==> src/rtl/rrb_pkg.sv <==
package rrb_pkg;
  typedef enum logic [2:0] {
    ST_IDLE = 3'd0,
    ST_HDR  = 3'd1,
    ST_DATA = 3'd2,
    ST_PAD  = 3'd3,
    ST_UPD  = 3'd4,
    ST_DROP = 3'd5
  } wr_state_t;

  localparam logic [7:0] RX_GOOD = 8'h01;
endpackage

==> src/rtl/rrb_space.sv <==
// Full detection: free bytes between current write page and boundary page.
module rrb_space #(
  parameter int PG_W     = 8,
  parameter int OFF_W    = 8,
  parameter int NEED_BYT = 1518
) (
  input  logic [PG_W-1:0] start_pg,
  input  logic [PG_W-1:0] stop_pg,
  input  logic [PG_W-1:0] bnd_pg,
  input  logic [PG_W-1:0] cur_pg,
  output logic            full
);
  localparam int AW = PG_W + OFF_W;

  logic [AW:0] idx_b, bnd_b, ring_b, free_b;

  always_comb begin
    idx_b  = {1'b0, cur_pg, {OFF_W{1'b0}}};
    bnd_b  = {1'b0, bnd_pg, {OFF_W{1'b0}}};
    ring_b = {1'b0, stop_pg - start_pg, {OFF_W{1'b0}}};
    if (idx_b < bnd_b) free_b = bnd_b - idx_b;
    else               free_b = ring_b - (idx_b - bnd_b);
    full = (stop_pg <= start_pg) || (free_b < (AW+1)'(NEED_BYT));
  end
endmodule

==> src/rtl/rrb_link.sv <==
// Next-packet page: whole pages covering header, body and 4 trailing bytes.
module rrb_link #(
  parameter int PG_W  = 8,
  parameter int OFF_W = 8,
  parameter int TOT_W = 12
) (
  input  logic [PG_W-1:0]  start_pg,
  input  logic [PG_W-1:0]  stop_pg,
  input  logic [PG_W-1:0]  cur_pg,
  input  logic [TOT_W-1:0] total,
  output logic [PG_W-1:0]  next_pg
);
  localparam int PG_SZ = 1 << OFF_W;

  logic [TOT_W:0] span;
  logic [PG_W:0]  pages, sum;

  always_comb begin
    span  = {1'b0, total} + (TOT_W+1)'(4 + PG_SZ - 1);
    pages = (PG_W+1)'(span >> OFF_W);
    sum   = {1'b0, cur_pg} + pages;
    if (sum >= {1'b0, stop_pg}) sum = sum - {1'b0, stop_pg - start_pg};
    next_pg = sum[PG_W-1:0];
  end
endmodule

==> src/rtl/rrb_addr.sv <==
// Byte address advance with wrap from the stop page to the start page.
module rrb_addr #(
  parameter int PG_W  = 8,
  parameter int OFF_W = 8
) (
  input  logic [PG_W+OFF_W-1:0] addr,
  input  logic [PG_W-1:0]       start_pg,
  input  logic [PG_W-1:0]       stop_pg,
  output logic [PG_W+OFF_W-1:0] addr_nx
);
  localparam int AW = PG_W + OFF_W;

  logic [AW:0] inc;

  always_comb begin
    inc = {1'b0, addr} + (AW+1)'(1);
    if (inc == {1'b0, stop_pg, {OFF_W{1'b0}}}) addr_nx = {start_pg, {OFF_W{1'b0}}};
    else                                       addr_nx = inc[AW-1:0];
  end
endmodule

==> src/rtl/rrb_ring_writer.sv <==
module rrb_ring_writer
  import rrb_pkg::*;
#(
  parameter int PG_W      = 8,
  parameter int OFF_W     = 8,
  parameter int LEN_W     = 11,
  parameter int MAX_FRAME = 1514,
  parameter int MIN_FRAME = 60,
  parameter int HDR_BYTES = 4
) (
  input  logic                  clk,
  input  logic                  rst_n,
  input  logic [PG_W-1:0]       cfg_start_pg,
  input  logic [PG_W-1:0]       cfg_stop_pg,
  input  logic [PG_W-1:0]       cfg_bnd_pg,
  input  logic                  cmd_stop,
  input  logic [7:0]            irq_mask,
  input  logic [7:0]            isr_clr,
  input  logic                  cur_ld,
  input  logic [PG_W-1:0]       cur_ld_pg,
  input  logic                  hdr_valid,
  output logic                  hdr_ready,
  input  logic [LEN_W-1:0]      hdr_len,
  input  logic                  dat_valid,
  output logic                  dat_ready,
  input  logic [7:0]            dat_data,
  output logic                  mem_we,
  output logic [PG_W+OFF_W-1:0] mem_addr,
  output logic [7:0]            mem_wdata,
  output logic                  busy,
  output logic [PG_W-1:0]       cur_pg,
  output logic                  rx_flag,
  output logic                  irq
);
  localparam int AW    = PG_W + OFF_W;
  localparam int TOT_W = LEN_W + 1;
  localparam int HC_W  = $clog2(HDR_BYTES);

  wr_state_t        state;
  logic [HC_W-1:0]  hcnt;
  logic [LEN_W-1:0] rem, pad_rem;
  logic [AW-1:0]    wa, wa_nx;
  logic [PG_W-1:0]  nxt_q, cur_q, nxt_c;
  logic [TOT_W-1:0] tot_q, tot_c;
  logic [LEN_W-1:0] len_pad;
  logic             full_c, acc, flag_q, flag_set;
  logic [7:0]       hdr_byte, status_vec;

  rrb_space #(.PG_W(PG_W), .OFF_W(OFF_W), .NEED_BYT(MAX_FRAME + 4)) u_space (
    .start_pg(cfg_start_pg), .stop_pg(cfg_stop_pg), .bnd_pg(cfg_bnd_pg),
    .cur_pg(cur_q), .full(full_c));

  always_comb begin
    len_pad = (hdr_len < LEN_W'(MIN_FRAME)) ? LEN_W'(MIN_FRAME) : hdr_len;
    tot_c   = {1'b0, len_pad} + TOT_W'(HDR_BYTES);
  end

  rrb_link #(.PG_W(PG_W), .OFF_W(OFF_W), .TOT_W(TOT_W)) u_link (
    .start_pg(cfg_start_pg), .stop_pg(cfg_stop_pg), .cur_pg(cur_q),
    .total(tot_c), .next_pg(nxt_c));

  rrb_addr #(.PG_W(PG_W), .OFF_W(OFF_W)) u_addr (
    .addr(wa), .start_pg(cfg_start_pg), .stop_pg(cfg_stop_pg), .addr_nx(wa_nx));

  assign hdr_ready = (state == ST_IDLE);
  assign dat_ready = (state == ST_DATA) || (state == ST_DROP);
  assign busy      = (state != ST_IDLE);
  assign acc       = hdr_valid && hdr_ready;
  assign flag_set  = (state == ST_UPD);

  always_comb begin
    unique case (hcnt)
      HC_W'(0): hdr_byte = RX_GOOD;
      HC_W'(1): hdr_byte = 8'(nxt_q);
      HC_W'(2): hdr_byte = tot_q[7:0];
      default:  hdr_byte = 8'(tot_q >> 8);
    endcase
  end

  always_comb begin
    mem_we    = 1'b0;
    mem_addr  = wa;
    mem_wdata = 8'h00;
    unique case (state)
      ST_HDR: begin
        mem_we    = 1'b1;
        mem_addr  = {cur_q, OFF_W'(hcnt)};
        mem_wdata = hdr_byte;
      end
      ST_DATA: begin
        mem_we    = dat_valid;
        mem_wdata = dat_data;
      end
      ST_PAD: mem_we = 1'b1;
      default: ;
    endcase
  end

  always_ff @(posedge clk) begin
    if (!rst_n) begin
      state   <= ST_IDLE;
      hcnt    <= '0;
      rem     <= '0;
      pad_rem <= '0;
      wa      <= '0;
      nxt_q   <= '0;
      tot_q   <= '0;
      cur_q   <= '0;
    end else begin
      unique case (state)
        ST_IDLE: begin
          if (cur_ld) cur_q <= cur_ld_pg;
          if (acc) begin
            rem <= hdr_len;
            if (cmd_stop || full_c) begin
              state <= (hdr_len == '0) ? ST_IDLE : ST_DROP;
            end else begin
              state   <= ST_HDR;
              hcnt    <= '0;
              pad_rem <= (hdr_len < LEN_W'(MIN_FRAME)) ? LEN_W'(MIN_FRAME) - hdr_len : '0;
              wa      <= {cur_q, OFF_W'(HDR_BYTES)};
              nxt_q   <= nxt_c;
              tot_q   <= tot_c;
            end
          end
        end
        ST_HDR: begin
          hcnt <= hcnt + HC_W'(1);
          if (hcnt == HC_W'(HDR_BYTES - 1))
            state <= (rem != '0) ? ST_DATA : ST_PAD;
        end
        ST_DATA: if (dat_valid) begin
          wa  <= wa_nx;
          rem <= rem - LEN_W'(1);
          if (rem == LEN_W'(1)) state <= (pad_rem != '0) ? ST_PAD : ST_UPD;
        end
        ST_PAD: begin
          wa      <= wa_nx;
          pad_rem <= pad_rem - LEN_W'(1);
          if (pad_rem == LEN_W'(1)) state <= ST_UPD;
        end
        ST_UPD: begin
          cur_q <= nxt_q;
          state <= ST_IDLE;
        end
        ST_DROP: if (dat_valid) begin
          rem <= rem - LEN_W'(1);
          if (rem == LEN_W'(1)) state <= ST_IDLE;
        end
        default: state <= ST_IDLE;
      endcase
    end
  end

  always_ff @(posedge clk) begin
    if (!rst_n) flag_q <= 1'b0;
    else        flag_q <= (flag_q && !isr_clr[0]) || flag_set;
  end

  assign status_vec = {7'b0, flag_q};
  assign irq        = |(status_vec & irq_mask & 8'h7F);
  assign cur_pg     = cur_q;
  assign rx_flag    = flag_q;
endmodule

==> config.mk <==
export PLATFORM = sky130hd
export DESIGN_NAME = rrb_ring_writer
export DESIGN_NICKNAME = d
export VERILOG_FILES = /design/src/rtl/rrb_pkg.sv /design/src/rtl/rrb_space.sv /design/src/rtl/rrb_link.sv /design/src/rtl/rrb_addr.sv /design/src/rtl/rrb_ring_writer.sv
export SDC_FILE = /design/constraint.sdc
export NUM_CORES = 1
export LEC_CHECK = 0
export BUFFER_PORTS_ARGS = -buffer_cell sky130_fd_sc_hd__buf_2
export CAP_MARGIN = 20
export CORE_MARGIN = 10
export CORE_UTILIZATION = 45
export DETAILED_ROUTE_END_ITERATION = 12
export GPL_ROUTABILITY_DRIVEN = 0
export PLACE_DENSITY = 0.77
export SYNTH_ARGS = -nofsm -noshare
export SYNTH_HDL_FRONTEND = slang
export SYNTH_SLANG_ARGS = --single-unit
==> constraint.sdc <==
create_clock -name clk -period 15.15 [get_ports clk]
set_input_delay 0.7575 -clock clk [delete_from_list [all_inputs] [get_ports clk]]
set_output_delay 0.7575 -clock clk [all_outputs]
set_load 0.01 [all_outputs]
---- Word-level counts from Yosys, hierarchy flattened ----
Index checks and enable logic that the tools add are counted.
storage, ports and cells
  register bits ........................... 72
  input bits .............................. 73
  logic and storage cells ................. 114
cells by class
  add/subtract/negate cells ............... 13
  $lt $le $gt $ge ......................... 5
  equality and inequality tests ........... 21
  multiplexer cells ....................... 36
  bitwise logic cells ..................... 2
  reductions and logical operators ........ 28
operators with widths
  kind                     count
  $mux W16                 5
  $mux W11                 6
  $pmux W16 S3             1
  $pmux W11 S2             2
  $sub A16 B16 Y17         2
  $pmux W8 S2              2
  $mux W3                  10
  $pmux W8 S3              1
  $eq A11 B1 Y1 const B    2
  $reduce_bool A11 Y1      2
  $sub A11 B1 Y11 const B  2
  $add A16 B1 Y17 const B  1
  $eq A17 B16 Y1           1
  $lt A17 B11 Y1 const B   1
  $mux W17                 1
  $sub A16 B17 Y17         1
  $lt A16 B16 Y1           1
  $mux W8                  2
  $sub A8 B8 Y8            2
  $pmux W3 S5              1
  $add A12 B9 Y13 const B  1
  $add A11 B3 Y12 const B  1
  $ne A2 B2 Y1 const B     6
  $reduce_and A3 Y1        4
  31 further kinds         47

---- Logic depth before layout (Yosys ltp) ----
Gate-level depths: netlist (run 1).
  word-level depth ........................ 9
  depth in mapped cells ................... 29

---- By module ----
A second synthesis (run 1) with hierarchy kept.
second synthesis, totals
  cells, all modules ...................... 974
  area total of the unflattened synthesis .. 7,581.0 µm²
modules (own cells, without submodules)
  module           times used  cells each  area each (µm²)
  rrb_ring_writer  1           568         4,434.3
  rrb_space        1           170         1,300.0
  rrb_link         1           146         1,096.1
  rrb_addr         1           90          750.7

---- Worst setup path before layout (run 1) ----
No wires, ideal clock.
  path type ............................... input-to-reg
  start point ............................. input port hdr_len[6]
  end point ............................... register nxt_q[7]
  library setup time ...................... 0.071 ns
  data arrival time ....................... 5.820 ns
  data required time ...................... 15.079 ns
  setup slack ............................. 9.259 ns
  stages on the path ...................... 28
  buffers on the path ..................... 2
  path through ............................ clkbuf_1 or2_2 nor4_1 nor2_1 inv_1 ha_1 o21a_1 nand3_1 xnor2_1 a31oi_1 xor2_1 inv_1 fa_1 nor2b_1 o21ai_0 a21boi_0 o21ai_0 xnor2_1 inv_1 ha_1 o21ai_0 nand2b_1 o41a_1 o21bai_1 clkbuf_1 a21oi_1 nand4b_1 a21oi_1
between the ends
  word-level cells in the longest chain between the ends .. 7
  elaborated cells between the ends (all ways) .. 8
ends and longest elaborated chain
  what                                           RTL line                text
  from (decl)                                    rrb_ring_writer.sv:23   input logic [LEN_W-1:0] hdr_len,
  $lt A11 B6 Y1 *                                rrb_ring_writer.sv:54   len_pad = (hdr_len < LEN_W'(MIN_FRAME)) ? LEN_W'(MIN_FRAME) : hdr_len;
  $mux W11 *                                     rrb_ring_writer.sv:54
  $add A11 B3 Y12 *                              rrb_ring_writer.sv:55   tot_c = {1'b0, len_pad} + TOT_W'(HDR_BYTES);
  net tot_c[2]                                   rrb_ring_writer.sv:44   logic [TOT_W-1:0] tot_q, tot_c;
  $add A12 B9 Y13 *                              rrb_link.sv:19          span = {1'b0, total} + (TOT_W+1)'(4 + PG_SZ - 1);
  $add A8 B5 Y9 *                                rrb_link.sv:21          sum = {1'b0, cur_pg} + pages;
  $sub A8 B8 Y8 or $ge A9 B8 Y1 (tied branches)  rrb_link.sv:22          if (sum >= {1'b0, stop_pg}) sum = sum - {1'b0, stop_pg - start_pg};
  $mux W8 *                                      rrb_link.sv:22
  to (signal assigned)                           rrb_ring_writer.sv:122  nxt_q <= nxt_c;
  to (decl)                                      rrb_ring_writer.sv:43   logic [PG_W-1:0] nxt_q, cur_q, nxt_c;
Mark *: on every way through the listed nets, which the timed path passes. The rest lies on a longest branch.
A chain may end at the register's enable or synchronous reset.

---- Worst setup path in the final report (run 1) ----
  start point ............................. input port cfg_stop_pg[0]
  end point ............................... register pad_rem[1]
between the ends
  word-level cells in the longest chain between the ends .. 8
  elaborated cells between the ends (all ways) .. 9
ends and longest elaborated chain
  what                                  RTL line                text
  from (decl)                           rrb_ring_writer.sv:14   input logic [PG_W-1:0] cfg_stop_pg,
  $sub A8 B8 Y8                         rrb_space.sv:20         ring_b = {1'b0, stop_pg - start_pg, {OFF_W{1'b0}}};
  $sub A16 B17 Y17                      rrb_space.sv:22         else free_b = ring_b - (idx_b - bnd_b);
  $mux W17                              rrb_space.sv:21         if (idx_b < bnd_b) free_b = bnd_b - idx_b;
  $lt A17 B11 Y1                        rrb_space.sv:23         full = (stop_pg <= start_pg) || (free_b < (AW+1)'(NEED_BYT));
  $logic_or A1 B1 Y1 *                  rrb_space.sv:23
  $logic_or A1 B1 Y1 *                  rrb_ring_writer.sv:115  if (cmd_stop || full_c) begin
  $ne A2 B2 Y1 (no source line) *       --
  $reduce_and A3 Y1 (no source line) *  --
  to (signal assigned)                  rrb_ring_writer.sv:120  pad_rem <= (hdr_len < LEN_W'(MIN_FRAME)) ? LEN_W'(MIN_FRAME) - hdr_len : '0;
  to (signal assigned)                  rrb_ring_writer.sv:139  pad_rem <= pad_rem - LEN_W'(1);
  to (decl)                             rrb_ring_writer.sv:41   logic [LEN_W-1:0] rem, pad_rem;
Every way passes the cells marked *; elsewhere a longest branch is shown, timed or not.

==> summary.md, run 1 <==
| Metric | Value |
|---|---|
| Distinct cell type count of the synthesized netlist | `76` |
| Post-Synthesis Cells | `960` |
| Via/cell ratio | `~6.0` |
| Synth Flop Type | `dfxtp_1` |
| Commonest non-fill, non-tap cell in the layout | `nor2_1` |
| Power density cells | `about 120 nW/um^2` |
| Cell Int Power | `~0.56 mW` |
| Part of the total power dissipated in sequential elements | `24.2%` |
| Port Buffers | `96` |
| Worst Path Required | `15.39 ns` |
| Sinks on the clock net | `72` |
| Max Clock Skew | `slightly below 0.01 ns` |
| Master of the slowest instance on the critical path | `o211ai_4` |
| Maximum root-to-sink buffer count | `2` |
| DRC violations left | `0` |
| Count of max-cap constraint violations | `0` |
| Register-to-register setup slack | `around 10 ns` |
| Overall global routing resource usage | `between 10% and 20%` |
| Initial cell density of the core | `45.68%` |
| Diodes inserted | `0` |
| Critical Path Sink Type | `register` |
| Horizontal extent of the die | `146.5 um` |
| Initial antenna violation count | `0` |
| Ratio of cells with drive above 1 in the final layout | `approximately 14%` |
| First-pass DRT Iterations | `5` |
| Critical path launch point type | `input port` |
| Post-Place Setup Slack | `8.384 ns` |
| Unrepaired setup endpoints after global routing | `false` |
| Number of rows created at floorplan | `46` |
| Depth of the worst register-to-register path | `10` |
| Min cycle time layout | `approximately 6.2 ns` |
| Part of the power in combinational logic | `54.1%` |
| Buffer count from post-CTS setup fixing | `0` |
| Wire length of the first global-routing pass | `~35 mm` |
| Via count | `7412` |
| Outcome | `finished, final reports clean` |
| Final slew viol count | `0` |
| Number of enable flip-flop cells after synthesis | `0` |
| Slew of the pin with the lowest slew margin | `1.024 ns` |
| Post-synth ARST share | `0%` |
| I/O pin cnt | `111` |
| Worst hold path class | `reg -> reg` |
| Max-slew headroom | `a little under a third` |
| Routed wire length | `about 22 mm` |
| Average cell area after synthesis | `7.505 sq um` |
| Average wire per cell in the routed design | `17.62 um` |
| Post-synthesis cell area | `7204 sq um` |
| Highest net fanout along the worst path | `24` |
| Largest net degree at the start of global routing | `55` |
| Area added between synthesis and finish | `12.54%` |
| Number of levels in the clock H-tree | `3` |
| Die area | `around 21000 sq um` |
| Beginning of the worst register-to-register path | `cur_pg[1]$_SDFFE_PN0P_` |
| Fraction of power consumed by the clock network | `21.7%` |
| Number of buffer and inverter instances along the worst setup path | `4` |
| Number of nets produced by synthesis | `1104` |
| Height of the die | `~150 um` |
| Leading cell types in the layout, fill and taps excluded | `nor2_1 (105), buf_2 (97), a21oi_1 (75), dfxtp_1 (72), nand2_1 (67)` |
| Number of clock buffers inserted by TritonCTS | `9` |
| Worst reg2reg path endpoint | `pad_rem[1]$_SDFFE_PN0P_` |
| Clk Tree Root Cell | `clkbuf_16` |
| Worst-case vdd ir drop | `between 0.08 and 0.09 mV` |
| Core region area | `about 16000 sq um` |
| Count of final hold-check violations | `0` |
| Final critical-path setup slack | `roughly 9.0 ns` |
| NetSw | `about 0.44 mW` |
| Startpoint of the most critical setup path | `cfg_stop_pg[0]` |
| Sum of overflow across all layers after global routing | `0` |
| Number of buffers inserted for hold repair after clock tree synthesis | `0` |
| Category of cells accounting for the largest share of critical-path delay | `compound AO/OA/AOI/OAI gates` |
| Layout Utilization | `between 50% and 60%` |
| Final nets | `roughly 1.2k` |
| TritonCTS clock tree | `built` |
| Data arrival, critical path | `~6.4 ns` |
| Yosys warns | `0` |
| Register area share after synthesis | `20.01%` |
| Number of nets with antenna violations after detailed routing | `0` |
| Crit Path Class | `in -> reg` |
| Number of gates on the worst path with buffers counted | `20` |
| Quantity of gates resized following cts | `0` |
| Total chip power | `1.007 mW` |
| Static Leakage | `around 3.4 nW` |
| Number of global-route vias before repair | `between 6k and 7k` |
| FMAX | `between 150 and 200 MHz` |
| Number of flip-flops and latches in the synthesized netlist | `72` |
| Crit path largest cell delay | `~0.63 ns` |
| Final Setup Violations | `0` |
| Post-route fraction of the period consumed by the critical path | `approximately 41%` |
| Count of routing violations after the opening detailed-route iteration | `a little under 600` |
| Sum of negative setup slack | `0 ns` |
| Final instance count without filler cells | `about 1.2k` |
| Fill cells | `approximately 1.6k` |
| Half-perimeter wire length after placement | `16.50 mm` |
| Cell-by-cell trace of the critical path | `buf_2, inv_1, ha_1, inv_1, fa_1, a21o_1, a21oi_1, nand2b_1, a21oi_1, a21oi_1, fa_1, ha_1, inv_1, a222oi_1, o211ai_1, or4_1, or4b_4, o211ai_4, nor2_1, o311a_1` |
| Switching part of the total | `~44%` |
| CTS clk-pin slew, worst paths | `0.06 ns` |
| Cell total after placement | `approximately 1.2k` |
| Clock latency on the worst-skew pair | `0.35 ns` |
| Capturing instance or port of the critical path | `pad_rem[1]$_SDFFE_PN0P_` |
worst register-to-register path: cells and delay by family, from the launching register on:
family | cells | cell delay [ns]
AO/OA/AOI/OAI | 3 | 1.40
adder cells (fa/ha/maj) | 2 | 1.01
XOR/XNOR | 1 | 0.15
AND/OR/NAND/NOR | 3 | 1.47
buffers and inverters | 1 | 0.25
flip-flops | 1 | 0.47
sequential cells by signal, indices dropped and copies added, names as in the netlist, 2 cells and up:
name and flops:
state 3, cur_pg 8, pad_rem 11, nxt_q 8, hcnt 2, rem 11, wa 16, tot_q 12
routing by layer:
metal	part of all wire [%]	vias to the layer above	GRT usage [%]
li1	-	3606	-
met2	44	318	28.89
met3	8.2	23	5.315
met4	1.4	0	4.254
met5	0	-	0
met1	47	3465	26.39
cells in the mapped netlist, types with 8 or more instances:
| cell | n | area share (%) |
|---|---|---|
| mux2i_1 | 18 | 2.5 |
| nor2b_1 | 16 | 1.4 |
| xnor2_1 | 28 | 3.4 |
| o21ai_0 | 58 | 4.0 |
| o21a_1 | 8 | 0.83 |
| nand2b_1 | 15 | 1.3 |
| nand2_1 | 67 | 3.5 |
| a21oi_1 | 75 | 5.2 |
| clkbuf_1 | 37 | 1.9 |
| xor2_1 | 20 | 2.4 |
| nor2_1 | 105 | 5.5 |
| fa_1 | 13 | 3.6 |
| a211oi_1 | 25 | 2.6 |
| nor3_1 | 30 | 2.1 |
| o211ai_1 | 10 | 1.0 |
| dfxtp_1 | 72 | 20 |
| nand4_1 | 15 | 1.3 |
| a22oi_1 | 9 | 0.94 |
| a31oi_1 | 25 | 2.2 |
| mux2_2 | 8 | 1.3 |
| o22ai_1 | 9 | 0.78 |
| ha_1 | 58 | 10 |
| buf_2 | 10 | 0.69 |
| and3_1 | 11 | 0.96 |
| inv_1 | 65 | 3.4 |
| nand3_1 | 28 | 1.9 |
power by group through the flow:
stage | Sequential [mW] | Clock (mW) | Combinational (mW)
final | 0.244 | 0.218 | 0.544
after global routing | 0.247 | 0.229 | 0.605
after CTS | 0.243 | 0.223 | 0.534
after detailed placement | 0.247 | 0 | 0.530
after global placement | 0.246 | 0 | 0.520
after floorplan | 0.232 | 0 | 0.411
metrics by stage:
stage | hold WS, ns | cell area [sq um]
4_1_cts | 0.4685 | 8077
6_report | 0.4655 | 8108
5_1_grt | 0.4969 | 8108
2_1_floorplan | 0.4325 | 7204
3_3_place_gp | 0.4531 | 7772
3_5_place_dp | 0.4595 | 7772
layout make-up:
cell class                      instances  area [sq um]  share of cell area, %
Tap cell                              216         270.3                  3.333
Clock buffer                            9         225.2                  2.778
Sequential cell                        72          1441                  17.78
Inverter                               66         247.7                  3.056
Multi-Input combinational cell        768          5295                  65.31
Timing Repair Buffer                  104         549.3                  6.775
Clock inverter                          7         78.83                 0.9722
logic make-up after synthesis:
group | share of synthesized area (%)
AND/OR/NAND/NOR | 23.20
adder cells (fa/ha/maj) | 13.69
buffers and inverters | 6.634
XOR/XNOR | 6.773
AO/OA/AOI/OAI | 25.89
flip-flops | 20.01
multiplexers | 3.751
other | 0.05205
worst min-delay path by stage:
stage	depth (start not counted)	slack (ns)	to	start
2_1_floorplan	1	0.43	pad_rem[7]$_SDFFE_PN0P_	pad_rem[7]$_SDFFE_PN0P_
3_3_place_gp	1	0.45	pad_rem[10]$_SDFFE_PN0P_	pad_rem[10]$_SDFFE_PN0P_
3_5_place_dp	1	0.46	pad_rem[7]$_SDFFE_PN0P_	pad_rem[7]$_SDFFE_PN0P_
4_1_cts	1	0.47	pad_rem[7]$_SDFFE_PN0P_	pad_rem[7]$_SDFFE_PN0P_
5_1_grt	1	0.50	pad_rem[10]$_SDFFE_PN0P_	pad_rem[10]$_SDFFE_PN0P_
6_report	1	0.47	pad_rem[7]$_SDFFE_PN0P_	pad_rem[7]$_SDFFE_PN0P_
Note: power is estimated with default switching activity, not from simulation.
==> run 2: changes to the inputs <==
Settings changed: PLACE_DENSITY 0.77 to 0.79.
Clock period 15.15 ns to 5.1 ns, I/O delays scaled along.
==> run 2 against run 1 <==
Compared with the run above: via count rose by 4.4%; clock power rose to 3.3 times the previous value; sequential power grew to 2.9 times the previous value; setup slack worse by 8.7 ns; clock skew fell by 0.0048 ns; routed wire length is 4.7% higher; final area is 5.5% higher; hold slack lost 0.27 ns; non-clock buffer count increased by 46; final cell count increased by 3.7%.
==> summary.md, run 2 (synthesis results as in run 1) <==
| Metric | Value |
|---|---|
| Master of the slowest instance on the critical path | `o41a_1 (was o211ai_4)` |
| Most flops, register | `wa (unchanged)` |
| Area taken by multi-input logic gates | `5365 sq um (was 5295 sq um)` |
| Number of buffers inserted for hold repair after clock tree synthesis | `0 (unchanged)` |
| Non-Filler Cell Area, Final | `8552 sq um (was 8108 sq um)` |
| Worst reg2reg path endpoint | `nxt_q[5]$_SDFFE_PN0P_ (was pad_rem[1]$_SDFFE_PN0P_)` |
| Worst Path Required | `5.28 ns (was 15.39 ns)` |
| Clock latency on the worst-skew pair | `0.35 ns (about the same)` |
| Crit Path Class | `in -> reg (unchanged)` |
| Clk Tree Root Cell | `clkbuf_16 (unchanged)` |
| Final instance count without filler cells | `1288 (was 1242)` |
| DRC violations left | `0 (unchanged)` |
| Number of clock buffers inserted by TritonCTS | `9 (unchanged)` |
| Sum of overflow across all layers after global routing | `0 (unchanged)` |
| Layout Utilization | `54.23% (was 51.41%)` |
| Sinks on the clock net | `72 (unchanged)` |
| Depth of the worst register-to-register path | `13 (was 10)` |
| Number of gates on the worst path with buffers counted | `24 (was 20)` |
| Routed wire length | `22.92 mm (was 21.88 mm)` |
| CTS clk-pin slew, worst paths | `0.06 ns (about the same)` |
| Static Leakage | `3.622 nW (was 3.382 nW)` |
| Number of levels in the clock H-tree | `3 (unchanged)` |
| Final nets | `1211 (was 1165)` |
| Post-route fraction of the period consumed by the critical path | `a little over nine tenths` |
| Capturing instance or port of the critical path | `nxt_q[5]$_SDFFE_PN0P_ (was pad_rem[1]$_SDFFE_PN0P_)` |
| Number of rows created at floorplan | `46 (unchanged)` |
| Crit path largest cell delay | `0.34 ns (was 0.63 ns)` |
| Die area | `21470 sq um (unchanged)` |
| Outcome | `finished, final reports clean (unchanged)` |
| Final Setup Violations | `0 (unchanged)` |
| First-pass DRT Iterations | `5 (unchanged)` |
| Wire length of the first global-routing pass | `37.24 mm (was 34.55 mm)` |
| Worst-case vdd ir drop | `0.2848 mV (was 0.08929 mV)` |
| Critical path launch point type | `input port (unchanged)` |
| Beginning of the worst register-to-register path | `cur_pg[5]$_SDFFE_PN0P_ (was cur_pg[1]$_SDFFE_PN0P_)` |
| Count of max-cap constraint violations | `0 (unchanged)` |
| Half-perimeter wire length after placement | `17.42 mm (was 16.50 mm)` |
| Final critical-path setup slack | `0.2203 ns (was 8.959 ns)` |
| Power density cells | `376.7 nW/um^2 (was 124.2 nW/um^2)` |
| Placed standard-cell area | `8137 sq um (was 7772 sq um)` |
| Cell total after placement | `1269 (was 1223)` |
| Horizontal extent of the die | `146.5 um (unchanged)` |
| Final slew viol count | `0 (unchanged)` |
| Startpoint of the most critical setup path | `hdr_len[7] (was cfg_stop_pg[0])` |
| Category of cells accounting for the largest share of critical-path delay | `compound AO/OA/AOI/OAI gates (unchanged)` |
| Ratio of cells with drive above 1 in the final layout | `19.40% (was 14.33%)` |
| I/O pin cnt | `111 (unchanged)` |
| Largest net degree at the start of global routing | `55 (unchanged)` |
| Unrepaired setup endpoints after global routing | `true (was false)` |
| Area added between synthesis and finish | `18.70% (was 12.54%)` |
| Average wire per cell in the routed design | `17.79 um (was 17.62 um)` |
| Data arrival, critical path | `5.06 ns (was 6.43 ns)` |
| Via/cell ratio | `6.010 (was 5.968)` |
| Final worst hold slack | `0.1972 ns (was 0.4655 ns)` |
| Sum of negative setup slack | `0 ns (unchanged)` |
| Total chip power | `3.221 mW (was 1.007 mW)` |
| Max Clock Skew | `0.005071 ns (was 0.009893 ns)` |
| Overall global routing resource usage | `20.60% (was 19.13%)` |
| Core region area | `15770 sq um (unchanged)` |
| FMAX | `204.9 MHz` |
| Cell-by-cell trace of the critical path | `buf_2, or2_2, nor4_4, or2_4, ha_2, o21a_1, xor2_1, and3_4, a31oi_2, xor2_1, ha_1, a21oi_2, o211ai_1, a21oi_2, xnor2_1, ha_1, and3_1, a21oi_1, o21ai_1, o41a_1, o21bai_1, buf_4, mux2i_1, a211oi_1 (was buf_2, inv_1, ha_1, inv_1, fa_1, a21o_1, a21oi_1, nand2b_1, a21oi_1, a21oi_1, fa_1, ha_1, inv_1, a222oi_1, o211ai_1, or4_1, or4b_4, o211ai_4, nor2_1, o311a_1)` |
| Diodes inserted | `0 (unchanged)` |
| Register-to-register setup slack | `0.95 ns (was 10.30 ns)` |
| Number of buffer and inverter instances along the worst setup path | `2 (was 4)` |
| Number of global-route vias before repair | `7244 (was 6719)` |
| Number of nets with antenna violations after detailed routing | `0 (unchanged)` |
| Commonest non-fill, non-tap cell in the layout | `nor2_1 (unchanged)` |
| Max FFs per register | `16 (unchanged)` |
| Highest net fanout along the worst path | `7 (was 24)` |
| Storage cell area | `1441 sq um (unchanged)` |
| Height of the die | `146.5 um (unchanged)` |
| Hold Path Stages | `4 (was 1)` |
| Port Buffers | `96 (unchanged)` |
| Max-slew headroom | `29.15% (was 31.75%)` |
| Min cycle time layout | `4.880 ns` |
| Post-Place Setup Slack | `-0.2244 ns (was 8.384 ns)` |
| Fill cells | `1519 (was 1572)` |
| Maximum root-to-sink buffer count | `2 (unchanged)` |
| Worst hold path class | `in -> reg (was reg -> reg)` |
| TritonCTS clock tree | `built (unchanged)` |
| Critical Path Sink Type | `register (unchanged)` |
| Count of final hold-check violations | `0 (unchanged)` |
| Slew of the pin with the lowest slew margin | `1.058 ns (was 1.024 ns)` |
| Leading cell types in the layout, fill and taps excluded | `nor2_1 (104), buf_2 (96), dfxtp_1 (72), a21oi_1 (71), nand2_1 (67) (was nor2_1 (105), buf_2 (97), a21oi_1 (75), dfxtp_1 (72), nand2_1 (67))` |
| Largest registers ranked by flip-flop count | `wa x16, tot_q x12 (unchanged)` |
| Initial cell density of the core | `45.68% (unchanged)` |
| Initial antenna violation count | `0 (unchanged)` |
| Via count | `7741 (was 7412)` |
| Count of routing violations after the opening detailed-route iteration | `779 (was 582)` |
## run 2: changes by cell type in the layout (fill, tap and decap cells not counted), moves of 2 or more
cell / previous run / this run
o21ai_0: 58 / 53
buf_4: 5 / 53
a21oi_1: 75 / 71
a21oi_2: 0 / 4
o21ai_1: 3 / 7
inv_6: 3 / 1
## run 2: area by class of cell
type	instances	share of cell area (%)
inverters	66	2.897
repair buffers	150	10.50
clock buffers	10	2.794
multi-input cells	768	62.74
flip-flops and latches	72	16.85
well taps	216	3.160
clock inverters	6	1.053
## run 2: where the power goes
part | switching (mW) | total [mW] | leakage [nW] | internal, mW
sequential | 0.0923 | 0.714 | 0.586 | 0.622
combinational | 1.01 | 1.80 | 2.88 | 0.784
clock | 0.266 | 0.709 | 0.159 | 0.443
total | 1.37 | 3.22 | 3.62 | 1.85
## run 2: worst min path at each step
stage,start,to,slack (ns)
after global routing,isr_clr[0],rx_flag$_SDFF_PN0_,0.21
final,isr_clr[0],rx_flag$_SDFF_PN0_,0.20
after detailed placement,pad_rem[10]$_SDFFE_PN0P_,pad_rem[10]$_SDFFE_PN0P_,0.46
after floorplan,hdr_len[0],rem[0]$_SDFFE_PN0P_,0.41
after global placement,pad_rem[7]$_SDFFE_PN0P_,pad_rem[7]$_SDFFE_PN0P_,0.46
after CTS,isr_clr[0],rx_flag$_SDFF_PN0_,0.19
## run 2: metal layers
| metal | vias to the layer above | wire [um] | global-route usage (%) |
|---|---|---|---|
| met5 | - | 0 | 0 |
| met4 | 0 | 525 | 5.956 |
| met3 | 42 | 2051 | 5.624 |
| met2 | 371 | 10060 | 31.30 |
| met1 | 3626 | 10280 | 27.82 |
| li1 | 3702 | - | - |
## run 2: worst min-delay path: cells and delay by family
family / cells / cell delay, ns
simple gates: 1 / 0.07
buf+inv: 2 / 0.13
compound gates: 1 / 0.05
## run 2: timing repair
item / 4_1_cts / 5_1_grt
setup buffers: 0 / 3
setup endpoints to repair: 0 / 33
resized for setup: 0 / 22
==> run 3: changes to the inputs <==
Settings changed: CORE_UTILIZATION 45 to 35, PLACE_DENSITY 0.79 to 0.67.
==> run 3 against run 2 <==
Compared with the run above: sequential power is 0.6% lower; highest routed layer unchanged; total power is 3.3% lower; register-to-register slack worse by 0.07 ns; critical endpoint unchanged; final area is 0.88% higher.
==> summary.md, run 3 (synthesis results as in run 1) <==
| Metric | Value |
|---|---|
| Final Setup Violations | `0 (unchanged)` |
| Crit path largest cell delay | `0.37 ns (was 0.34 ns)` |
| Height of the die | `163.5 um (was 146.5 um)` |
| Layout Utilization | `42.64% (was 54.23%)` |
| Diodes inserted | `0 (unchanged)` |
| Placed standard-cell area | `8192 sq um (was 8137 sq um)` |
| Wire length of the first global-routing pass | `37.70 mm (was 37.24 mm)` |
| Sum of negative setup slack | `0 ns (unchanged)` |
| Average wire per cell in the routed design | `17.75 um (was 17.79 um)` |
| Static Leakage | `3.606 nW (was 3.622 nW)` |
| Core region area | `20230 sq um (was 15770 sq um)` |
| Horizontal extent of the die | `163.5 um (was 146.5 um)` |
| Power density cells | `361.0 nW/um^2 (was 376.7 nW/um^2)` |
| FMAX | `204.0 MHz (was 204.9 MHz)` |
| Non-Filler Cell Area, Final | `8627 sq um (was 8552 sq um)` |
| I/O pin cnt | `111 (unchanged)` |
| Most flops, register | `wa (unchanged)` |
| Number of rows created at floorplan | `52 (was 46)` |
| Max Clock Skew | `0.006942 ns (was 0.005071 ns)` |
| Via/cell ratio | `5.611 (was 6.010)` |
| Min cycle time layout | `4.901 ns (was 4.880 ns)` |
| Worst Path Required | `5.28 ns (about the same)` |
| Via count | `7519 (was 7741)` |
| Die area | `26720 sq um (was 21470 sq um)` |
| Worst-case vdd ir drop | `0.2094 mV (was 0.2848 mV)` |
| Worst hold path class | `in -> reg (unchanged)` |
| Highest net fanout along the worst path | `6 (was 7)` |
| Max-slew headroom | `26.65% (was 29.15%)` |
| Sinks on the clock net | `72 (unchanged)` |
| Area added between synthesis and finish | `19.75% (was 18.70%)` |
| Number of levels in the clock H-tree | `3 (unchanged)` |
| Final slew viol count | `0 (unchanged)` |
| Final instance count without filler cells | `1340 (was 1288)` |
| Initial cell density of the core | `35.60% (was 45.68%)` |
| Master of the slowest instance on the critical path | `nor4_4 (was o41a_1)` |
| Number of clock buffers inserted by TritonCTS | `9 (unchanged)` |
| Number of global-route vias before repair | `7144 (was 7244)` |
| Largest net degree at the start of global routing | `55 (unchanged)` |
| Slew of the pin with the lowest slew margin | `1.096 ns (was 1.058 ns)` |
| Overall global routing resource usage | `17.21% (was 20.60%)` |
| Number of buffers inserted for hold repair after clock tree synthesis | `0 (unchanged)` |
| Final nets | `1210 (was 1211)` |
| Critical path launch point type | `input port (unchanged)` |
| Initial antenna violation count | `0 (unchanged)` |
| Cell total after placement | `1323 (was 1269)` |
| Critical Path Sink Type | `register (unchanged)` |
| Number of buffer and inverter instances along the worst setup path | `3 (was 2)` |
| Crit Path Class | `in -> reg (unchanged)` |
| Data arrival, critical path | `5.08 ns (was 5.06 ns)` |
| Max FFs per register | `16 (unchanged)` |
| Largest registers ranked by flip-flop count | `wa x16, tot_q x12 (unchanged)` |
| Leading cell types in the layout, fill and taps excluded | `nor2_1 (104), buf_2 (96), a21oi_1 (72), dfxtp_1 (72), nand2_1 (67) (was nor2_1 (104), buf_2 (96), dfxtp_1 (72), a21oi_1 (71), nand2_1 (67))` |
| Count of max-cap constraint violations | `0 (unchanged)` |
| Commonest non-fill, non-tap cell in the layout | `nor2_1 (unchanged)` |
| Maximum root-to-sink buffer count | `2 (unchanged)` |
| Count of routing violations after the opening detailed-route iteration | `561 (was 779)` |
| Ratio of cells with drive above 1 in the final layout | `19.81% (was 19.40%)` |
| Outcome | `finished, final reports clean (unchanged)` |
| Final worst hold slack | `0.2111 ns (was 0.1972 ns)` |
| Number of nets with antenna violations after detailed routing | `0 (unchanged)` |
| Cell mode on critical path | `o21ai_0` |
| Clock latency on the worst-skew pair | `0.34 ns (was 0.35 ns)` |
| CTS clk-pin slew, worst paths | `0.06 ns (about the same)` |
| First-pass DRT Iterations | `5 (unchanged)` |
| DRC violations left | `0 (unchanged)` |
| Port Buffers | `96 (unchanged)` |
| Sum of overflow across all layers after global routing | `0 (unchanged)` |
| Count of final hold-check violations | `0 (unchanged)` |
| Category of cells accounting for the largest share of critical-path delay | `simple AND/OR/NAND/NOR gates (was compound AO/OA/AOI/OAI gates)` |
| TritonCTS clock tree | `built (unchanged)` |
| Routed wire length | `23.78 mm (was 22.92 mm)` |
| Post-route fraction of the period consumed by the critical path | `96.10% (was 95.68%)` |
| Clk Tree Root Cell | `clkbuf_16 (unchanged)` |
| Half-perimeter wire length after placement | `18.35 mm (was 17.42 mm)` |
[run 3: cell count changes in the layout (fill, tap and decap cells not counted), moves of 2 or more]
cell       previous run  this run
o21ai_0              53        57
xor2_2                0         2
o21ai_1               7         3
xor2_1               20        18
bufinv_16             2         0
[run 3: power breakdown]
group / internal (mW) / switching [mW]
Combinational: 0.784 / 1.01
Sequential: 0.622 / 0.0883
Clock: 0.352 / 0.253
Total: 1.76 / 1.36
[run 3: per-layer routing]
metal | global-route usage (%) | vias up | wire length, um
met5 | 0 | - | 0
met4 | 4.833 | 0 | 501
met3 | 3.775 | 30 | 1856
met2 | 26.28 | 278 | 10490
met1 | 23.75 | 3525 | 10930
li1 | - | 3686 | -
[run 3: timing repair]
action,in CTS,in global routing
setup endpoints to repair,0,12
gates resized for setup,0,29
endpoints found under the hold margin,0,0
buffers inserted,0,2
[run 3: worst reg2reg max path, delay by kind of cell (launching register included)]
kind / cells / cell delay (ns)
AO/OA/AOI/OAI: 5 / 1.02
buffers and inverters: 2 / 0.44
AND/OR/NAND/NOR: 3 / 1.19
adder cells (fa/ha/maj): 2 / 0.89
flip-flops: 1 / 0.56
[run 3: path summary, 6_finish.rpt]
kind | start | slack, ns | end | cells after the start
hold reg to reg | tot_q[0]$_SDFFE_PN0P_ | 0.47 | tot_q[0]$_SDFFE_PN0P_ | 2
setup reg to reg | cur_pg[5]$_SDFFE_PN0P_ | 0.88 | pad_rem[3]$_SDFFE_PN0P_ | 12
setup / recovery | hdr_len[7] | 0.20 | nxt_q[5]$_SDFFE_PN0P_ | 26
hold / removal | isr_clr[0] | 0.21 | rx_flag$_SDFF_PN0_ | 4
[run 3: per-stage QoR]
stage / total power [mW] / worst slack [ns]
3_5_place_dp: 2.449 / -0.2574
6_report: 3.114 / 0.1988
5_1_grt: 3.362 / -0.03172
3_3_place_gp: 2.412 / -0.1312
4_1_cts: 3.069 / 0.07558
2_1_floorplan: 1.912 / 0.02900
[run 3: layout make-up]
class | count | area [sq um]
fillers | 2060 | 11610
multi-input cells | 768 | 5448
flip-flops and latches | 72 | 1441
repair buffers | 149 | 878.3
well taps | 270 | 337.8
clock buffers | 12 | 256.5
inverters | 66 | 247.7
clock inverters | 3 | 17.52
